<file path="src/rtl/ed_dec_pkg.sv">
package ed_dec_pkg;
  localparam int unsigned OP_W   = 8;
  localparam int unsigned CLS_W  = 5;
  localparam int unsigned TS_W   = 5;
  localparam int unsigned REG_W  = 3;
  localparam int unsigned PAIR_W = 2;
  localparam int unsigned IM_W   = 2;

  typedef enum logic [CLS_W-1:0] {
    CLS_NOP     = 5'd0,
    CLS_PORT_IN = 5'd1,
    CLS_PORT_OUT= 5'd2,
    CLS_SBC16   = 5'd3,
    CLS_ADC16   = 5'd4,
    CLS_ST16    = 5'd5,
    CLS_LD16    = 5'd6,
    CLS_NEG     = 5'd7,
    CLS_RET     = 5'd8,
    CLS_IM      = 5'd9,
    CLS_LD_I_A  = 5'd10,
    CLS_LD_R_A  = 5'd11,
    CLS_LD_A_I  = 5'd12,
    CLS_LD_A_R  = 5'd13,
    CLS_RRD     = 5'd14,
    CLS_RLD     = 5'd15,
    CLS_BLOCK   = 5'd16
  } cls_e;

  localparam logic [TS_W-1:0] TS_PORT  = TS_W'(12);
  localparam logic [TS_W-1:0] TS_ARITH = TS_W'(15);
  localparam logic [TS_W-1:0] TS_ABS   = TS_W'(20);
  localparam logic [TS_W-1:0] TS_SHORT = TS_W'(8);
  localparam logic [TS_W-1:0] TS_RET   = TS_W'(14);
  localparam logic [TS_W-1:0] TS_IR    = TS_W'(9);
  localparam logic [TS_W-1:0] TS_ROT   = TS_W'(18);
  localparam logic [TS_W-1:0] TS_BLOCK = TS_W'(16);

  localparam int unsigned FB_C  = 0;
  localparam int unsigned FB_N  = 1;
  localparam int unsigned FB_PV = 2;
  localparam int unsigned FB_X  = 3;
  localparam int unsigned FB_H  = 4;
  localparam int unsigned FB_Y  = 5;
  localparam int unsigned FB_Z  = 6;
  localparam int unsigned FB_S  = 7;

  typedef struct packed {
    cls_e              cls;
    logic [REG_W-1:0]  rsel;
    logic [PAIR_W-1:0] pair;
    logic [TS_W-1:0]   ts;
    logic              out_zero;
    logic              im_we;
    logic [IM_W-1:0]   im_mode;
    logic              iff_copy;
    logic              pop_pc;
    logic              hook;
  } dec_t;
endpackage

</file>
<file path="src/rtl/ed_op_decode.sv">
module ed_op_decode
  import ed_dec_pkg::*;
(
  input  logic [OP_W-1:0] op_i,
  output dec_t            dec_o
);
  localparam logic [REG_W-1:0] REG_NONE = REG_W'(6);

  logic [2:0] low;
  logic [2:0] y;
  logic       main_row;
  logic       block_row;

  assign low       = op_i[2:0];
  assign y         = op_i[5:3];
  assign main_row  = (op_i[7:6] == 2'b01);
  assign block_row = (op_i[7:5] == 3'b101) && !op_i[2];

  always_comb begin
    dec_o      = '0;
    dec_o.cls  = CLS_NOP;
    dec_o.ts   = TS_SHORT;
    dec_o.hook = 1'b1;
    if (main_row) begin
      dec_o.hook = 1'b0;
      case (low)
        3'd0: begin
          dec_o.cls  = CLS_PORT_IN;
          dec_o.rsel = y;
          dec_o.ts   = TS_PORT;
        end
        3'd1: begin
          dec_o.cls      = CLS_PORT_OUT;
          dec_o.rsel     = y;
          dec_o.ts       = TS_PORT;
          dec_o.out_zero = (y == REG_NONE);
        end
        3'd2: begin
          dec_o.cls  = y[0] ? CLS_ADC16 : CLS_SBC16;
          dec_o.pair = y[2:1];
          dec_o.ts   = TS_ARITH;
        end
        3'd3: begin
          dec_o.cls  = y[0] ? CLS_LD16 : CLS_ST16;
          dec_o.pair = y[2:1];
          dec_o.ts   = TS_ABS;
        end
        3'd4: begin
          dec_o.cls = CLS_NEG;
          dec_o.ts  = TS_SHORT;
        end
        3'd5: begin
          dec_o.cls      = CLS_RET;
          dec_o.ts       = TS_RET;
          dec_o.iff_copy = 1'b1;
          dec_o.pop_pc   = 1'b1;
        end
        3'd6: begin
          dec_o.cls     = CLS_IM;
          dec_o.ts      = TS_SHORT;
          dec_o.im_we   = 1'b1;
          // y[1] clear -> mode 0; otherwise y[0] picks mode 2 over 1
          dec_o.im_mode = y[1] ? (y[0] ? IM_W'(2) : IM_W'(1)) : IM_W'(0);
        end
        default: begin
          case (y)
            3'd0: begin dec_o.cls = CLS_LD_I_A; dec_o.ts = TS_IR;  end
            3'd1: begin dec_o.cls = CLS_LD_R_A; dec_o.ts = TS_IR;  end
            3'd2: begin dec_o.cls = CLS_LD_A_I; dec_o.ts = TS_IR;  end
            3'd3: begin dec_o.cls = CLS_LD_A_R; dec_o.ts = TS_IR;  end
            3'd4: begin dec_o.cls = CLS_RRD;    dec_o.ts = TS_ROT; end
            3'd5: begin dec_o.cls = CLS_RLD;    dec_o.ts = TS_ROT; end
            3'd6: begin dec_o.hook = 1'b1;      dec_o.ts = TS_ROT; end
            default: begin dec_o.hook = 1'b1;   dec_o.ts = TS_SHORT; end
          endcase
        end
      endcase
    end else if (block_row) begin
      dec_o.cls  = CLS_BLOCK;
      dec_o.ts   = TS_BLOCK;
      dec_o.hook = 1'b0;
    end
  end
endmodule

</file>
<file path="src/rtl/ed_flag_unit.sv">
module ed_flag_unit
  import ed_dec_pkg::*;
(
  input  cls_e            cls_i,
  input  logic [OP_W-1:0] data_i,
  input  logic [OP_W-1:0] f_i,
  input  logic            iff2_i,
  output logic [OP_W-1:0] flags_o
);
  logic par_even;
  assign par_even = ~^data_i;

  always_comb begin
    flags_o = f_i;
    case (cls_i)
      CLS_PORT_IN, CLS_LD_A_I, CLS_LD_A_R: begin
        flags_o        = '0;
        flags_o[FB_S]  = data_i[OP_W-1];
        flags_o[FB_Z]  = ~|data_i;
        flags_o[FB_Y]  = data_i[FB_Y];
        flags_o[FB_X]  = data_i[FB_X];
        flags_o[FB_C]  = f_i[FB_C];
        flags_o[FB_PV] = (cls_i == CLS_PORT_IN) ? par_even : iff2_i;
      end
      default: ;
    endcase
  end
endmodule

</file>
<file path="src/rtl/ed_decoder.sv">
module ed_decoder
  import ed_dec_pkg::*;
(
  input  logic              clk_i,
  input  logic              rst_ni,
  input  logic              valid_i,
  input  logic [OP_W-1:0]   opcode_i,
  input  logic [OP_W-1:0]   data_i,
  input  logic [OP_W-1:0]   f_i,
  input  logic              iff2_i,
  output logic              done_o,
  output logic [CLS_W-1:0]  class_o,
  output logic [REG_W-1:0]  reg_o,
  output logic [PAIR_W-1:0] pair_o,
  output logic [TS_W-1:0]   tstates_o,
  output logic              out_zero_o,
  output logic              im_we_o,
  output logic [IM_W-1:0]   im_mode_o,
  output logic              iff_copy_o,
  output logic              pop_pc_o,
  output logic              hook_o,
  output logic [OP_W-1:0]   hook_code_o,
  output logic [OP_W-1:0]   flags_o
);
  dec_t            dec_d;
  dec_t            dec_q;
  logic            done_q;
  logic            hook_q;
  logic [OP_W-1:0] code_q;

  ed_op_decode u_decode (
    .op_i  (opcode_i),
    .dec_o (dec_d)
  );

  always_ff @(posedge clk_i or negedge rst_ni) begin
    if (!rst_ni) begin
      dec_q  <= '0;
      done_q <= 1'b0;
      hook_q <= 1'b0;
      code_q <= '0;
    end else begin
      done_q <= valid_i;
      hook_q <= valid_i && dec_d.hook;
      if (valid_i) begin
        dec_q  <= dec_d;
        code_q <= opcode_i;
      end
    end
  end

  ed_flag_unit u_flags (
    .cls_i   (dec_q.cls),
    .data_i  (data_i),
    .f_i     (f_i),
    .iff2_i  (iff2_i),
    .flags_o (flags_o)
  );

  assign done_o      = done_q;
  assign class_o     = dec_q.cls;
  assign reg_o       = dec_q.rsel;
  assign pair_o      = dec_q.pair;
  assign tstates_o   = dec_q.ts;
  assign out_zero_o  = dec_q.out_zero;
  assign im_we_o     = done_q && dec_q.im_we;
  assign im_mode_o   = dec_q.im_mode;
  assign iff_copy_o  = done_q && dec_q.iff_copy;
  assign pop_pc_o    = done_q && dec_q.pop_pc;
  assign hook_o      = hook_q;
  assign hook_code_o = code_q;
endmodule

</file>
<file path="config.mk">
export PLATFORM = sky130hd
export DESIGN_NAME = ed_decoder
export DESIGN_NICKNAME = d
export VERILOG_FILES = /design/src/rtl/ed_dec_pkg.sv /design/src/rtl/ed_op_decode.sv /design/src/rtl/ed_flag_unit.sv /design/src/rtl/ed_decoder.sv
export SDC_FILE = /design/constraint.sdc
export NUM_CORES = 1
export LEC_CHECK = 0
export BUFFER_PORTS_ARGS = -buffer_cell sky130_fd_sc_hd__clkbuf_2
export CORE_MARGIN = 2
export CORE_UTILIZATION = 49
export CTS_BUF_LIST = sky130_fd_sc_hd__clkbuf_4 sky130_fd_sc_hd__clkbuf_8 sky130_fd_sc_hd__clkbuf_16
export CTS_CLUSTER_SIZE = 10
export DETAILED_ROUTE_END_ITERATION = 10
export HOLD_SLACK_MARGIN = 0.05
export PLACE_DENSITY = 0.84
export SLEW_MARGIN = 25
export SYNTH_ARGS = -nofsm -noshare
export SYNTH_HDL_FRONTEND = slang
export SYNTH_SLANG_ARGS = --single-unit
</file>
<file path="constraint.sdc">
create_clock -name clk_i -period 1.35 [get_ports clk_i]
set_input_delay 0 -clock clk_i [delete_from_list [all_inputs] [get_ports clk_i]]
set_output_delay 0 -clock clk_i [all_outputs]
set_load 0.02 [all_outputs]
</file>
[Word-level counts from Yosys, hierarchy flattened]
Index checks and enable logic that the tools add are counted.
Storage, ports and cells
  register bits after elaboration: 31
Cells by class
  reductions and logical operators: 19
  equality and inequality tests: 17
  multiplexer cells: 25
Operators with widths (count)
  $pmux W5 S7: 1
  $mux W5: 5
  $pmux W5 S5: 1
  $pmux W4 S6: 1
  $eq A3 B3 Y1 const B: 7
  $eq A3 B2 Y1 const B: 4
  $eq A5 B4 Y1 const B: 2
  $mux W2: 5
  $pmux W5 S2: 1
  $mux W3: 3
  $mux W8: 1
  $reduce_or A8 Y1: 1
  $reduce_xnor A8 Y1: 1
  $reduce_or A7 Y1: 1
  $eq A3 B1 Y1 const B: 2
  $logic_not A3 Y1: 2
  $mux W1: 6
  $mux W6: 1
  $reduce_or A2 Y1: 3
  $reduce_or A3 Y1: 2
  $reduce_or A6 Y1: 1
  $eq A5 B1 Y1 const B: 1
  $logic_and A1 B1 Y1: 5
  $reduce_or A4 Y1: 1
  2 further kinds: 3

[Longest topological paths before layout]
  depth after elaboration: 6
  mapped depth: 5

[By module]
A second synthesis with hierarchy kept.
Unflattened totals
  cell total of the unflattened synthesis: 186
  area total of the unflattened synthesis: 2104.5 um^2
Modules (own cells, without submodules)
  ed_decoder: cells an instance 84, area an instance 1397.6 um^2, instances 1
  ed_op_decode: cells an instance 68, area an instance 427.9 um^2, instances 1
  ed_flag_unit: cells an instance 34, area an instance 279.0 um^2, instances 1

[Least setup slack after synthesis]
OpenSTA, ideal clock, no wires.
  path kind: register -> output
  from: reg dec_q, in the netlist class_o[2]
  to: out flags_o[6]
  data arrival time: 1.303 ns
  data required time: 1.350 ns
  slack: 0.047 ns
  buffers on the path: 0
  cell stages (with the launch flop): 4
  cells stage by stage: dfrtp_1 -> and2_2 -> o21ai_4 -> mux2i_1
On the way
  longest elaborated chain between the ends: 3
  elaborated cells on any way between the ends: 5
Ends and longest elaborated chain
  start: declaration: RTL line ed_decoder.sv:26  | dec_t dec_q;
  start signal: assignment: RTL line ed_decoder.sv:38  | dec_q <= '0;
  start signal: assignment: RTL line ed_decoder.sv:46  | dec_q <= dec_d;
  $eq A5 B4 Y1 or $eq A5 B1 Y1 (tied branches): RTL line ed_flag_unit.sv:15  | case (cls_i)
  $reduce_or A3 Y1 *: RTL line ed_flag_unit.sv:15
  $mux W8 *: RTL line ed_flag_unit.sv:15
  end: declaration: RTL line ed_decoder.sv:23  | output logic [OP_W-1:0] flags_o
Every way passes the cells marked *; elsewhere a longest branch is shown, timed or not.

[Worst setup path in the final report]
  from: reg dec_q, in the netlist class_o[3]
  to: out flags_o[5]
The elaborated chain is that of the path after synthesis.

==> metrics.md <==
| Metric | Value |
|---|---|
| Maximum VDD drop | `0.593 mV` |
| Routability cong. | `0.863` |
| Die Ht | `64.9 um` |
| Count of input and output buffers | `64` |
| Worst slew pin tran | `735 ps` |
| Worst skew pair latency | `280 ps` |
| Total negative slack | `-1210 ps` |
| Drt drc | `0` |
| Net total in the final layout | `260` |
| Core Area | `0.00361 mm^2` |
| Failing checks | `setup timing` |
| Mapped Avg Cell Area | `10.6 um^2` |
| Clk root buf | `clkbuf_8` |
| Top FF cell, synth | `dfrtp_1` |
| First-iteration detailed-routing DRC count | `41` |
| Hold WS | `93.7 ps` |
| Slowest CP cell | `dfrtp_1` |
| Syn_nets | `204` |
| CP Max Fanout | `6` |
| Clock power frac | `29.9%` |
| Cell Int Power | `1.55 mW` |
| Number of synthesized flops with an enable pin | `0` |
| Antenna Cells | `0` |
| Final period util | `117%` |
| Status | `finished with violations` |
| WL per Instance | `14.7 um` |
| Total wire length | `4060 um` |
| Vias in the first global route | `1,413` |
| Cell area after synthesis | `0.00182 mm^2` |
| PnR Total Power | `2.19 mW` |
| Final Hold Viols | `0` |
| Post-Route Skew | `0 ps` |
| Cell Pwr Density | `964 mW/mm^2` |
| Library cells used by synthesis | `47` |
| Reg-to-reg setup timing slack | `420 ps` |
| WP data required | `1350 ps` |
| Cells after Synth | `172` |
| Die area | `0.00422 mm^2` |
| Min Clock Period, post-route | `1580 ps` |
| Leak | `1.16 nW` |
| Routed Antenna Nets | `0` |
| Layout cells sized above 1 | `46.9%` |
| Via Count | `1,443` |
| Inserted Clock Buffers | `5` |
| Io pins | `67` |
| Psw | `0.641 mW` |
| CTS tree | `built` |
| Clk buf depth | `2` |
| Seq cells post-synth | `30` |
| Clk pin slew, worst setup/hold paths | `60 ps` |
| CP max stage delay | `420 ps` |
| Critical Path Sink Type | `output pin` |
| # Max-Cap Violations | `0` |
| Commonest non-fill, non-tap cell in the layout | `clkbuf_2` |
| Most frequent cells in the layout | `clkbuf_2 (57), dfrtp_1 (30), inv_1 (17)` |
| Slew headroom | `51.0%` |
| Max Fclk | `632 MHz` |
| Pre-antenna DRT Iters | `4` |
| Worst EP arrival | `1580 ps` |
| Sequential share of power | `44.7%` |
| Post-synthesis async set-or-reset flop share | `100%` |
| Synth-to-Final Area Change | `24.8%` |
| First-pass GRT wire length | `6420 um` |
| Largest net degree at the start of global routing | `31` |
| # rows | `22` |
| Hold crit path type | `in -> reg` |
| Logic pwr share | `25.4%` |
| Sw frac | `29.3%` |
| Initial cell density of the core | `50.5%` |
| Crit Path Class | `reg -> out` |
| Via-to-Cell Ratio | `5.23` |
| Clk sinks | `30` |
| RSZ-0062 raised after global routing | `yes` |
| Fin. max-slew vios | `0` |
| Die width | `64.9 um` |
| Total GRT Usage | `20.4%` |
| Startpoint types | `flop` |
| YS warnings | `0` |
| CP Cell Sequence | `and2_4 -> o21ai_4 -> mux2_4 -> buf_8` |
| Initial antenna violation count | `0` |
| Setup violators final | `7` |
| Sequential cell area fraction in the yosys report | `41.3%` |
| Final WS setup | `-232 ps` |
| Grt ovf | `0` |
| H-tree levels | `2` |
| Final HPWL DP | `2740 um` |
-- cells in the mapped netlist, drive strengths merged (2+ instances only) --
| cell type | instances | area, um^2 |
|---|---|---|
| o21a | 2 | 15.0 |
| and3b | 2 | 17.5 |
| nand4 | 2 | 12.5 |
| dfrtp | 30 | 751 |
| xor2 | 2 | 17.5 |
| nand2 | 4 | 15.0 |
| inv | 17 | 63.8 |
| and2 | 6 | 41.3 |
| o2bb2ai | 7 | 61.3 |
| ha | 4 | 50.1 |
| nor3 | 3 | 20.0 |
| o32ai | 2 | 25.0 |
| xnor2 | 3 | 26.3 |
| nor2 | 4 | 15.0 |
| o221ai | 3 | 26.3 |
| nor2b | 3 | 18.8 |
| mux2 | 12 | 146 |
| nand2b | 4 | 25.0 |
| a22o | 4 | 35.0 |
| o21ai | 7 | 50.1 |
| nand3b | 2 | 15.0 |
| nand3 | 3 | 15.0 |
| buf | 29 | 200 |
-- area by class of cell --
class	instances	area, um^2
clock inverters	2	10.0
well taps	48	60.1
inverters	17	63.8
flip-flops and latches	30	751
clock buffers	5	68.8
fillers	321	1340
repair buffers	79	495
multi-input cells	95	822
-- stage by stage --
step	setup WS [ps]	cell area, um^2	util (%)	std cells
finish	-232	2270	63.0	276
global route	-289	2270	63.0	276
CTS	-277	2230	61.9	275
detailed placement	-11.0	2030	56.4	259
global placement	21.4	2030	56.4	259
floorplan	47.3	1820	-	172
-- power groups by stage --
stage	sequential, mW	clock (mW)	combinational (mW)
finish	0.980	0.654	0.556
global route	0.985	0.726	0.601
CTS	0.980	0.680	0.533
detailed placement	0.996	0	0.485
global placement	0.993	0	0.476
floorplan	1.03	0	0.315
-- path summary, 6_finish.rpt --
check,start,end,cells after the start
setup / recovery,class_o[3]$_DFFE_PN0P_,flags_o[5],4
hold / removal,opcode_i[3],im_mode_o[1]$_DFFE_PN0P_,3
setup reg to reg,class_o[3]$_DFFE_PN0P_,class_o[3]$_DFFE_PN0P_,3
hold reg to reg,pair_o[0]$_DFFE_PN0P_,pair_o[0]$_DFFE_PN0P_,1
max in group asynchronous,rst_ni,class_o[0]$_DFFE_PN0P_,2
min in group asynchronous,rst_ni,tstates_o[0]$_DFFE_PN0P_,2
-- timing repair --
| action | CTS | global route |
|---|---|---|
| gates resized for setup | 10 | 13 |
| endpoints found under the hold margin | 34 | 0 |
| buffers inserted | 4 | 1 |
| pin swaps | 4 | 2 |
| hold buffers | 5 | 0 |
| endpoints found under the setup margin | 7 | 8 |
-- kinds of logic after synthesis --
group	Yosys count	share of synthesized area, %
XOR/XNOR	5	2.41
AND/OR/NAND/NOR	37	13.6
adder cells (fa/ha/maj)	4	2.75
AO/OA/AOI/OAI	36	16.6
buffers and inverters	47	14.7
flip-flops	30	41.3
multiplexers	13	8.60
-- flip-flops by register name (all words and copies together), names as in the netlist --
name	count
hook_o	1
im_mode_o	2
dec_q	2
out_zero_o	1
class_o	5
done_o	1
reg_o	3
pair_o	2
tstates_o	5
hook_code_o	8
-- metal layers --
layer	vias up	GRT usage (%)	routed length (um)
met4	0	8.78	56
met1	703	23.4	1600
li1	688	-	-
met5	-	0	0
met3	6	5.38	231
met2	46	35.6	2180
-- critical path: cells and delay by family (launching register included) --
family	cells	cell delay [ps]
AOI/OAI and AO/OA	1	230
and+or+nand+nor	1	180
DFF	1	420
buffers and inverters	1	130
muxes	1	340
(Power assumes the default switching activity.)
